==> src/rtl/adder_rb_pkg.sv <==
package adder_rb_pkg;
  typedef enum logic [1:0] {
    IDX_OPA = 2'd0,
    IDX_OPB = 2'd1,
    IDX_SUM = 2'd2,
    IDX_CSR = 2'd3
  } reg_idx_e;

  localparam int unsigned NUM_REGS    = 4;
  localparam int unsigned CTL_GO_BIT  = 0;
  localparam int unsigned STS_DN_BIT  = 0;
endpackage

==> src/rtl/adder_rb_decode.sv <==
module adder_rb_decode #(
  parameter int unsigned SEG_W  = 12,
  parameter int unsigned IDX_W  = 2,
  parameter int unsigned LANE_W = 2,
  parameter logic [SEG_W-1:0] SEG_ID = 12'h321,
  localparam int unsigned ADDR_W = SEG_W + IDX_W + LANE_W,
  localparam int unsigned NSEL   = 1 << IDX_W
) (
  input  logic [ADDR_W-1:0] addr,
  input  logic              wr_en,
  input  logic              rd_en,
  output logic              seg_hit,
  output logic              rd_hit,
  output logic [IDX_W-1:0]  idx,
  output logic [NSEL-1:0]   wr_sel
);
  logic [SEG_W-1:0] seg_f;
  logic [LANE_W-1:0] lane_f;

  assign seg_f   = addr[ADDR_W-1 -: SEG_W];
  assign idx     = addr[LANE_W +: IDX_W];
  assign lane_f  = addr[LANE_W-1:0];
  assign seg_hit = (seg_f == SEG_ID) && (lane_f == '0);
  assign rd_hit  = seg_hit && rd_en;

  for (genvar g = 0; g < NSEL; g++) begin : g_sel
    assign wr_sel[g] = seg_hit && wr_en && (idx == IDX_W'(g));
  end
endmodule

==> src/rtl/adder_rb_ctl.sv <==
module adder_rb_ctl (
  input  logic clk,
  input  logic rst_n,
  input  logic csr_wr,
  input  logic go_wbit,
  output logic ctl_go,
  output logic done,
  output logic start_evt,
  output logic clr_evt,
  output logic go_q
);
  // a start is a 0-to-1 move of the control bit; a zero write clears
  assign start_evt = csr_wr && go_wbit && !ctl_go;
  assign clr_evt   = csr_wr && !go_wbit;

  always_ff @(posedge clk or negedge rst_n) begin
    if (!rst_n) begin
      ctl_go <= 1'b0;
      go_q   <= 1'b0;
      done   <= 1'b0;
    end else begin
      if (csr_wr) ctl_go <= go_wbit;
      go_q <= start_evt;
      if (clr_evt)   done <= 1'b0;
      else if (go_q) done <= 1'b1;
    end
  end
endmodule

==> src/rtl/adder_rb_sum.sv <==
module adder_rb_sum #(
  parameter int unsigned DW = 32
) (
  input  logic          clk,
  input  logic          rst_n,
  input  logic          wr_a,
  input  logic          wr_b,
  input  logic [DW-1:0] wdata,
  input  logic          load,
  output logic [DW-1:0] opa,
  output logic [DW-1:0] opb,
  output logic [DW-1:0] sum
);
  function automatic logic [DW-1:0] mod_add(input logic [DW-1:0] a, input logic [DW-1:0] b);
    logic [DW:0] wide;
    wide = {1'b0, a} + {1'b0, b};
    return wide[DW-1:0];
  endfunction

  always_ff @(posedge clk or negedge rst_n) begin
    if (!rst_n) begin
      opa <= '0;
      opb <= '0;
      sum <= '0;
    end else begin
      if (wr_a) opa <= wdata;
      if (wr_b) opb <= wdata;
      if (load) sum <= mod_add(opa, opb);
    end
  end
endmodule

==> src/rtl/adder_regblock.sv <==
module adder_regblock #(
  parameter int unsigned DATA_W = 32,
  parameter int unsigned SEG_W  = 12,
  parameter int unsigned IDX_W  = 2,
  parameter int unsigned LANE_W = 2,
  parameter logic [SEG_W-1:0] SEG_ID = 12'h321,
  localparam int unsigned ADDR_W = SEG_W + IDX_W + LANE_W,
  localparam int unsigned HALF_W = DATA_W / 2,
  localparam int unsigned NSEL   = 1 << IDX_W
) (
  input  logic              clk,
  input  logic              rst_n,
  input  logic              wr_en,
  input  logic              rd_en,
  input  logic [ADDR_W-1:0] addr,
  input  logic [DATA_W-1:0] wdata,
  output logic [DATA_W-1:0] rdata
);
  import adder_rb_pkg::*;

  logic              seg_hit, rd_hit;
  logic [IDX_W-1:0]  idx;
  logic [NSEL-1:0]   wr_sel;
  logic              ctl_go, done, start_evt, clr_evt, go_q;
  logic [DATA_W-1:0] opa, opb, sum;
  logic [DATA_W-1:0] csr_word;
  logic              go_wbit;

  adder_rb_decode #(
    .SEG_W(SEG_W), .IDX_W(IDX_W), .LANE_W(LANE_W), .SEG_ID(SEG_ID)
  ) u_dec (
    .addr(addr), .wr_en(wr_en), .rd_en(rd_en),
    .seg_hit(seg_hit), .rd_hit(rd_hit), .idx(idx), .wr_sel(wr_sel)
  );

  assign go_wbit = wdata[CTL_GO_BIT];

  adder_rb_ctl u_ctl (
    .clk(clk), .rst_n(rst_n), .csr_wr(wr_sel[IDX_CSR]), .go_wbit(go_wbit),
    .ctl_go(ctl_go), .done(done), .start_evt(start_evt),
    .clr_evt(clr_evt), .go_q(go_q)
  );

  adder_rb_sum #(.DW(DATA_W)) u_sum (
    .clk(clk), .rst_n(rst_n), .wr_a(wr_sel[IDX_OPA]), .wr_b(wr_sel[IDX_OPB]),
    .wdata(wdata), .load(go_q), .opa(opa), .opb(opb), .sum(sum)
  );

  always_comb begin
    csr_word = '0;
    csr_word[HALF_W + STS_DN_BIT] = done;
    csr_word[CTL_GO_BIT]          = ctl_go;
  end

  always_comb begin
    rdata = '0;
    if (rd_hit) begin
      case (idx)
        IDX_OPA: rdata = opa;
        IDX_OPB: rdata = opb;
        IDX_SUM: rdata = sum;
        default: rdata = csr_word;
      endcase
    end
  end
endmodule

==> config.mk <==
export PLATFORM = sky130hd
export DESIGN_NAME = adder_regblock
export DESIGN_NICKNAME = d
export VERILOG_FILES = /design/src/rtl/adder_rb_pkg.sv /design/src/rtl/adder_rb_decode.sv /design/src/rtl/adder_rb_ctl.sv /design/src/rtl/adder_rb_sum.sv /design/src/rtl/adder_regblock.sv
export SDC_FILE = /design/constraint.sdc
export NUM_CORES = 1
export LEC_CHECK = 0
export BUFFER_PORTS_ARGS = -buffer_cell sky130_fd_sc_hd__clkbuf_2
export CAP_MARGIN = 20
export CORE_ASPECT_RATIO = 1.25
export CORE_UTILIZATION = 50
export CTS_CLUSTER_DIAMETER = 30
export DETAILED_ROUTE_END_ITERATION = 8
export GPL_TIMING_DRIVEN = 0
export PLACE_DENSITY = 0.71
export SYNTH_ARGS = -nofsm -noshare
export SYNTH_HDL_FRONTEND = slang
export SYNTH_SLANG_ARGS = --single-unit
==> constraint.sdc <==
create_clock -name clk -period 6.05 [get_ports clk]
set_input_delay 1.815 -clock clk [delete_from_list [all_inputs] [get_ports clk]]
set_output_delay 1.815 -clock clk [all_outputs]
set_load 0.02 [all_outputs]
==> results.md <==
* Status: complete, no violations
* Hold Vio Cnt, Final at 0
* Number of synthesized flops with an enable pin at 0
* Dpl hpwl at 10.9 mm
* IO Count at 84
* Syn avg cell area at 10.3 um^2
* Vias in the first global route at 4995
* CTS tree: yes
* Leakage power at 3.66 nW
* Drt total wl at 14.8 mm
* Switching part of the total at 0.224
* Data required, critical path at 4240 ps
* Worst-margin pin slew at 800 ps
* Inst Count DP at 850
* H-tree levels at 3
* Initial Utilization at 0.513
* First-pass GRT wire length at 24.4 mm
* P_int at 1.01 mW
* Non-filler cells, final at 866
* Crit path arrival time at 3720 ps
* Final GP Congestion at 0.896
* ANT cells at 0
* Die W at 102 um
* Drt first pass iters at 4
* Main flop type after synthesis: dfrtp_1
* Gate power share at 0.045
* Yosys reg bits at 99
* Yosys top cell by area: dfrtp_1
* Most area-consuming cells after synthesis: dfrtp_1, mux2_2, ha_1
* GRT overflow at 0
* F_max at 0.181 GHz
* Seq/Total Area, Yosys at 0.399
* Syn Nets at 688
* Ys async rst share at 1.00
* Cts bufs inserted at 9
* Slew Viols, Final at 0
* Fin Setup TNS at 0 ps
* Detailed-route via count at 4941
* FP Rows at 45
* DRC viols at 0
* Most frequent cell after synthesis: dfrtp_1
* Skew final at 7.56 ps
* Die ar. at 12900 um^2
* Initial DRC Count at 220
* Initial antenna violation count at 0
* Detailed-route vias per instance at 5.71
* Core area at 12100 um^2
* CP Class: input pin to output port
* Height of the die at 127 um
* Max_cap viols at 0
* Yosys warns at 0
* Synthesized area at 6210 um^2
* Clock sink count at 99
* Sw power at 0.293 mW
* Growth of design area from synthesis to finish at 15.1%
* Layout cell share with drive strength beyond 1 at 0.289
* Wire per inst at 17.0 um
* Synth Instances at 604
* Pwr Density at 183 nW/um^2
* Worst-Skew Late Latency at 350 ps
* Clk Tree Root Cell: clkbuf_16
* Clock power frac at 0.449
* Core Util, Final at 0.590
* Worst vdd ir at 114 uV
* Post-CTS Resized at 0
* Post-synth top cells: dfrtp_1, mux2_2, nor2_1, a21oi_1
* Slew HR at 0.467
* HP Class: register to register
* RSZ-0062 raised after global routing: false
* Worst setup SP type: input pin
* Reg clk slew, reported paths at 70 ps
* Gr usage total at 0.242
* # hold bufs at CTS at 0
* Final setup vio count at 0
* CTS Buffer Depth at 2
* Period Utilization, post-route at 0.914
* Post-CTS setup buffer count at 0
* Synth cell types at 59
* Final ANT Viol Nets at 0
* Synth top area share at 0.399
* Critical Path Fanout Max at 10
* Hold path cells at 1
* FF-to-FF path depth at 9
* Fillers at 1095
* Fin nets at 781
* Critical path capture point type: output port
* Flop pwr share at 0.506
* Port buffer count at 81
* Final min period at 5530 ps
* Largest net degree at the start of global routing at 59
-- cell usage in the layout (no fill, tap or decap), types with 4 or more instances in the layout --
cell and count:
inv_1 8, nor2_1 68, a211oi_1 5, and3_1 5, clkbuf_1 26, a21oi_1 67, buf_4 4, nand4_1 7
xor2_1 6, and2_1 8, mux2_2 86, clkbuf_2 81, nand2_1 28, and4_1 4, o21ai_0 17, a31oi_1 8
dfrtp_1 99, a21o_1 12, ha_1 31, nand3_1 12, xnor2_1 18, clkbuf_16 9, mux2i_1 31
-- stage by stage --
step	power (mW)	setup slack, ps	hold WS, ps	area, um^2
after floorplan	0.693	952	419	6210
after global placement	0.730	551	447	6820
after detailed placement	0.734	529	472	6850
after CTS	1.31	520	484	7150
after global routing	1.35	397	480	7150
final	1.31	519	483	7150
-- worst max-delay path: stages --
cell      delay [ps]
clkbuf_2          90
or4b_4           530
nor4_4           360
nand2_1          190
clkbuf_1         290
nor2_1           230
clkbuf_2         200
-- cells by family (layout without fill, tap and decap cells) --
group                      count (synthesis)  count (layout)  synth area share
buffers and inverters                     43             141            0.0324
and+or+nand+nor                          149             149             0.117
xor gates and xnor gates                  24              24            0.0339
adders and majority gates                 32              32            0.0657
DFF                                       99              99             0.399
muxes                                    120             120             0.215
AOI/OAI and AO/OA                        137             137             0.137
-- registers in the layout, summed over array words and instances, names as in the netlist --
register      cells
u_ctl.done        1
u_sum.sum        32
u_ctl.go_q        1
u_sum.opb        32
u_sum.opa        32
u_ctl.ctl_go      1
-- path summary, 6_finish.rpt --
| path | endpoint | slack, ps | start |
|---|---|---|---|
| hold reg to reg | u_ctl.go_q | 480 | u_ctl.ctl_go |
| setup / recovery | rdata[31] | 520 | addr[5] |
| min in group asynchronous | u_ctl.go_q | 1500 | rst_n |
| setup reg to reg | u_sum.sum[22] | 3050 | u_sum.opa[0] |
| max in group asynchronous | u_sum.opb[15] | 3840 | rst_n |
| hold / removal | u_ctl.go_q | 480 | u_ctl.ctl_go |
-- cell type report --
cell class / count / area [um^2] / area share
timing repair buffer: 82 / 435 / 0.0609
buffer: 35 / 171 / 0.0240
tap: 164 / 205 / 0.0287
clock buffer: 12 / 246 / 0.0345
sequential: 99 / 2480 / 0.347
clock inverter: 4 / 50.0 / 0.00700
inverter: 8 / 30.0 / 0.00420
multi-input combinational: 462 / 3530 / 0.494
-- power by group through the flow --
stage          logic [mW]  registers (mW)  clock network, mW
2_1_floorplan      0.0181           0.675                  0
3_3_place_gp       0.0551           0.675                  0
3_5_place_dp       0.0595           0.675                  0
4_1_cts            0.0598           0.662              0.593
5_1_grt            0.0646           0.661              0.620
6_report           0.0584           0.662              0.588
-- metal layers --
layer  track usage  up-vias  routed length (um)
met4        0.0750        0                 220
met3        0.0331       17                 528
li1              -     2378                   -
met2         0.417      109                7490
met1         0.310     2437                6510
met5             0        -                   0
(Power assumes the default switching activity.)
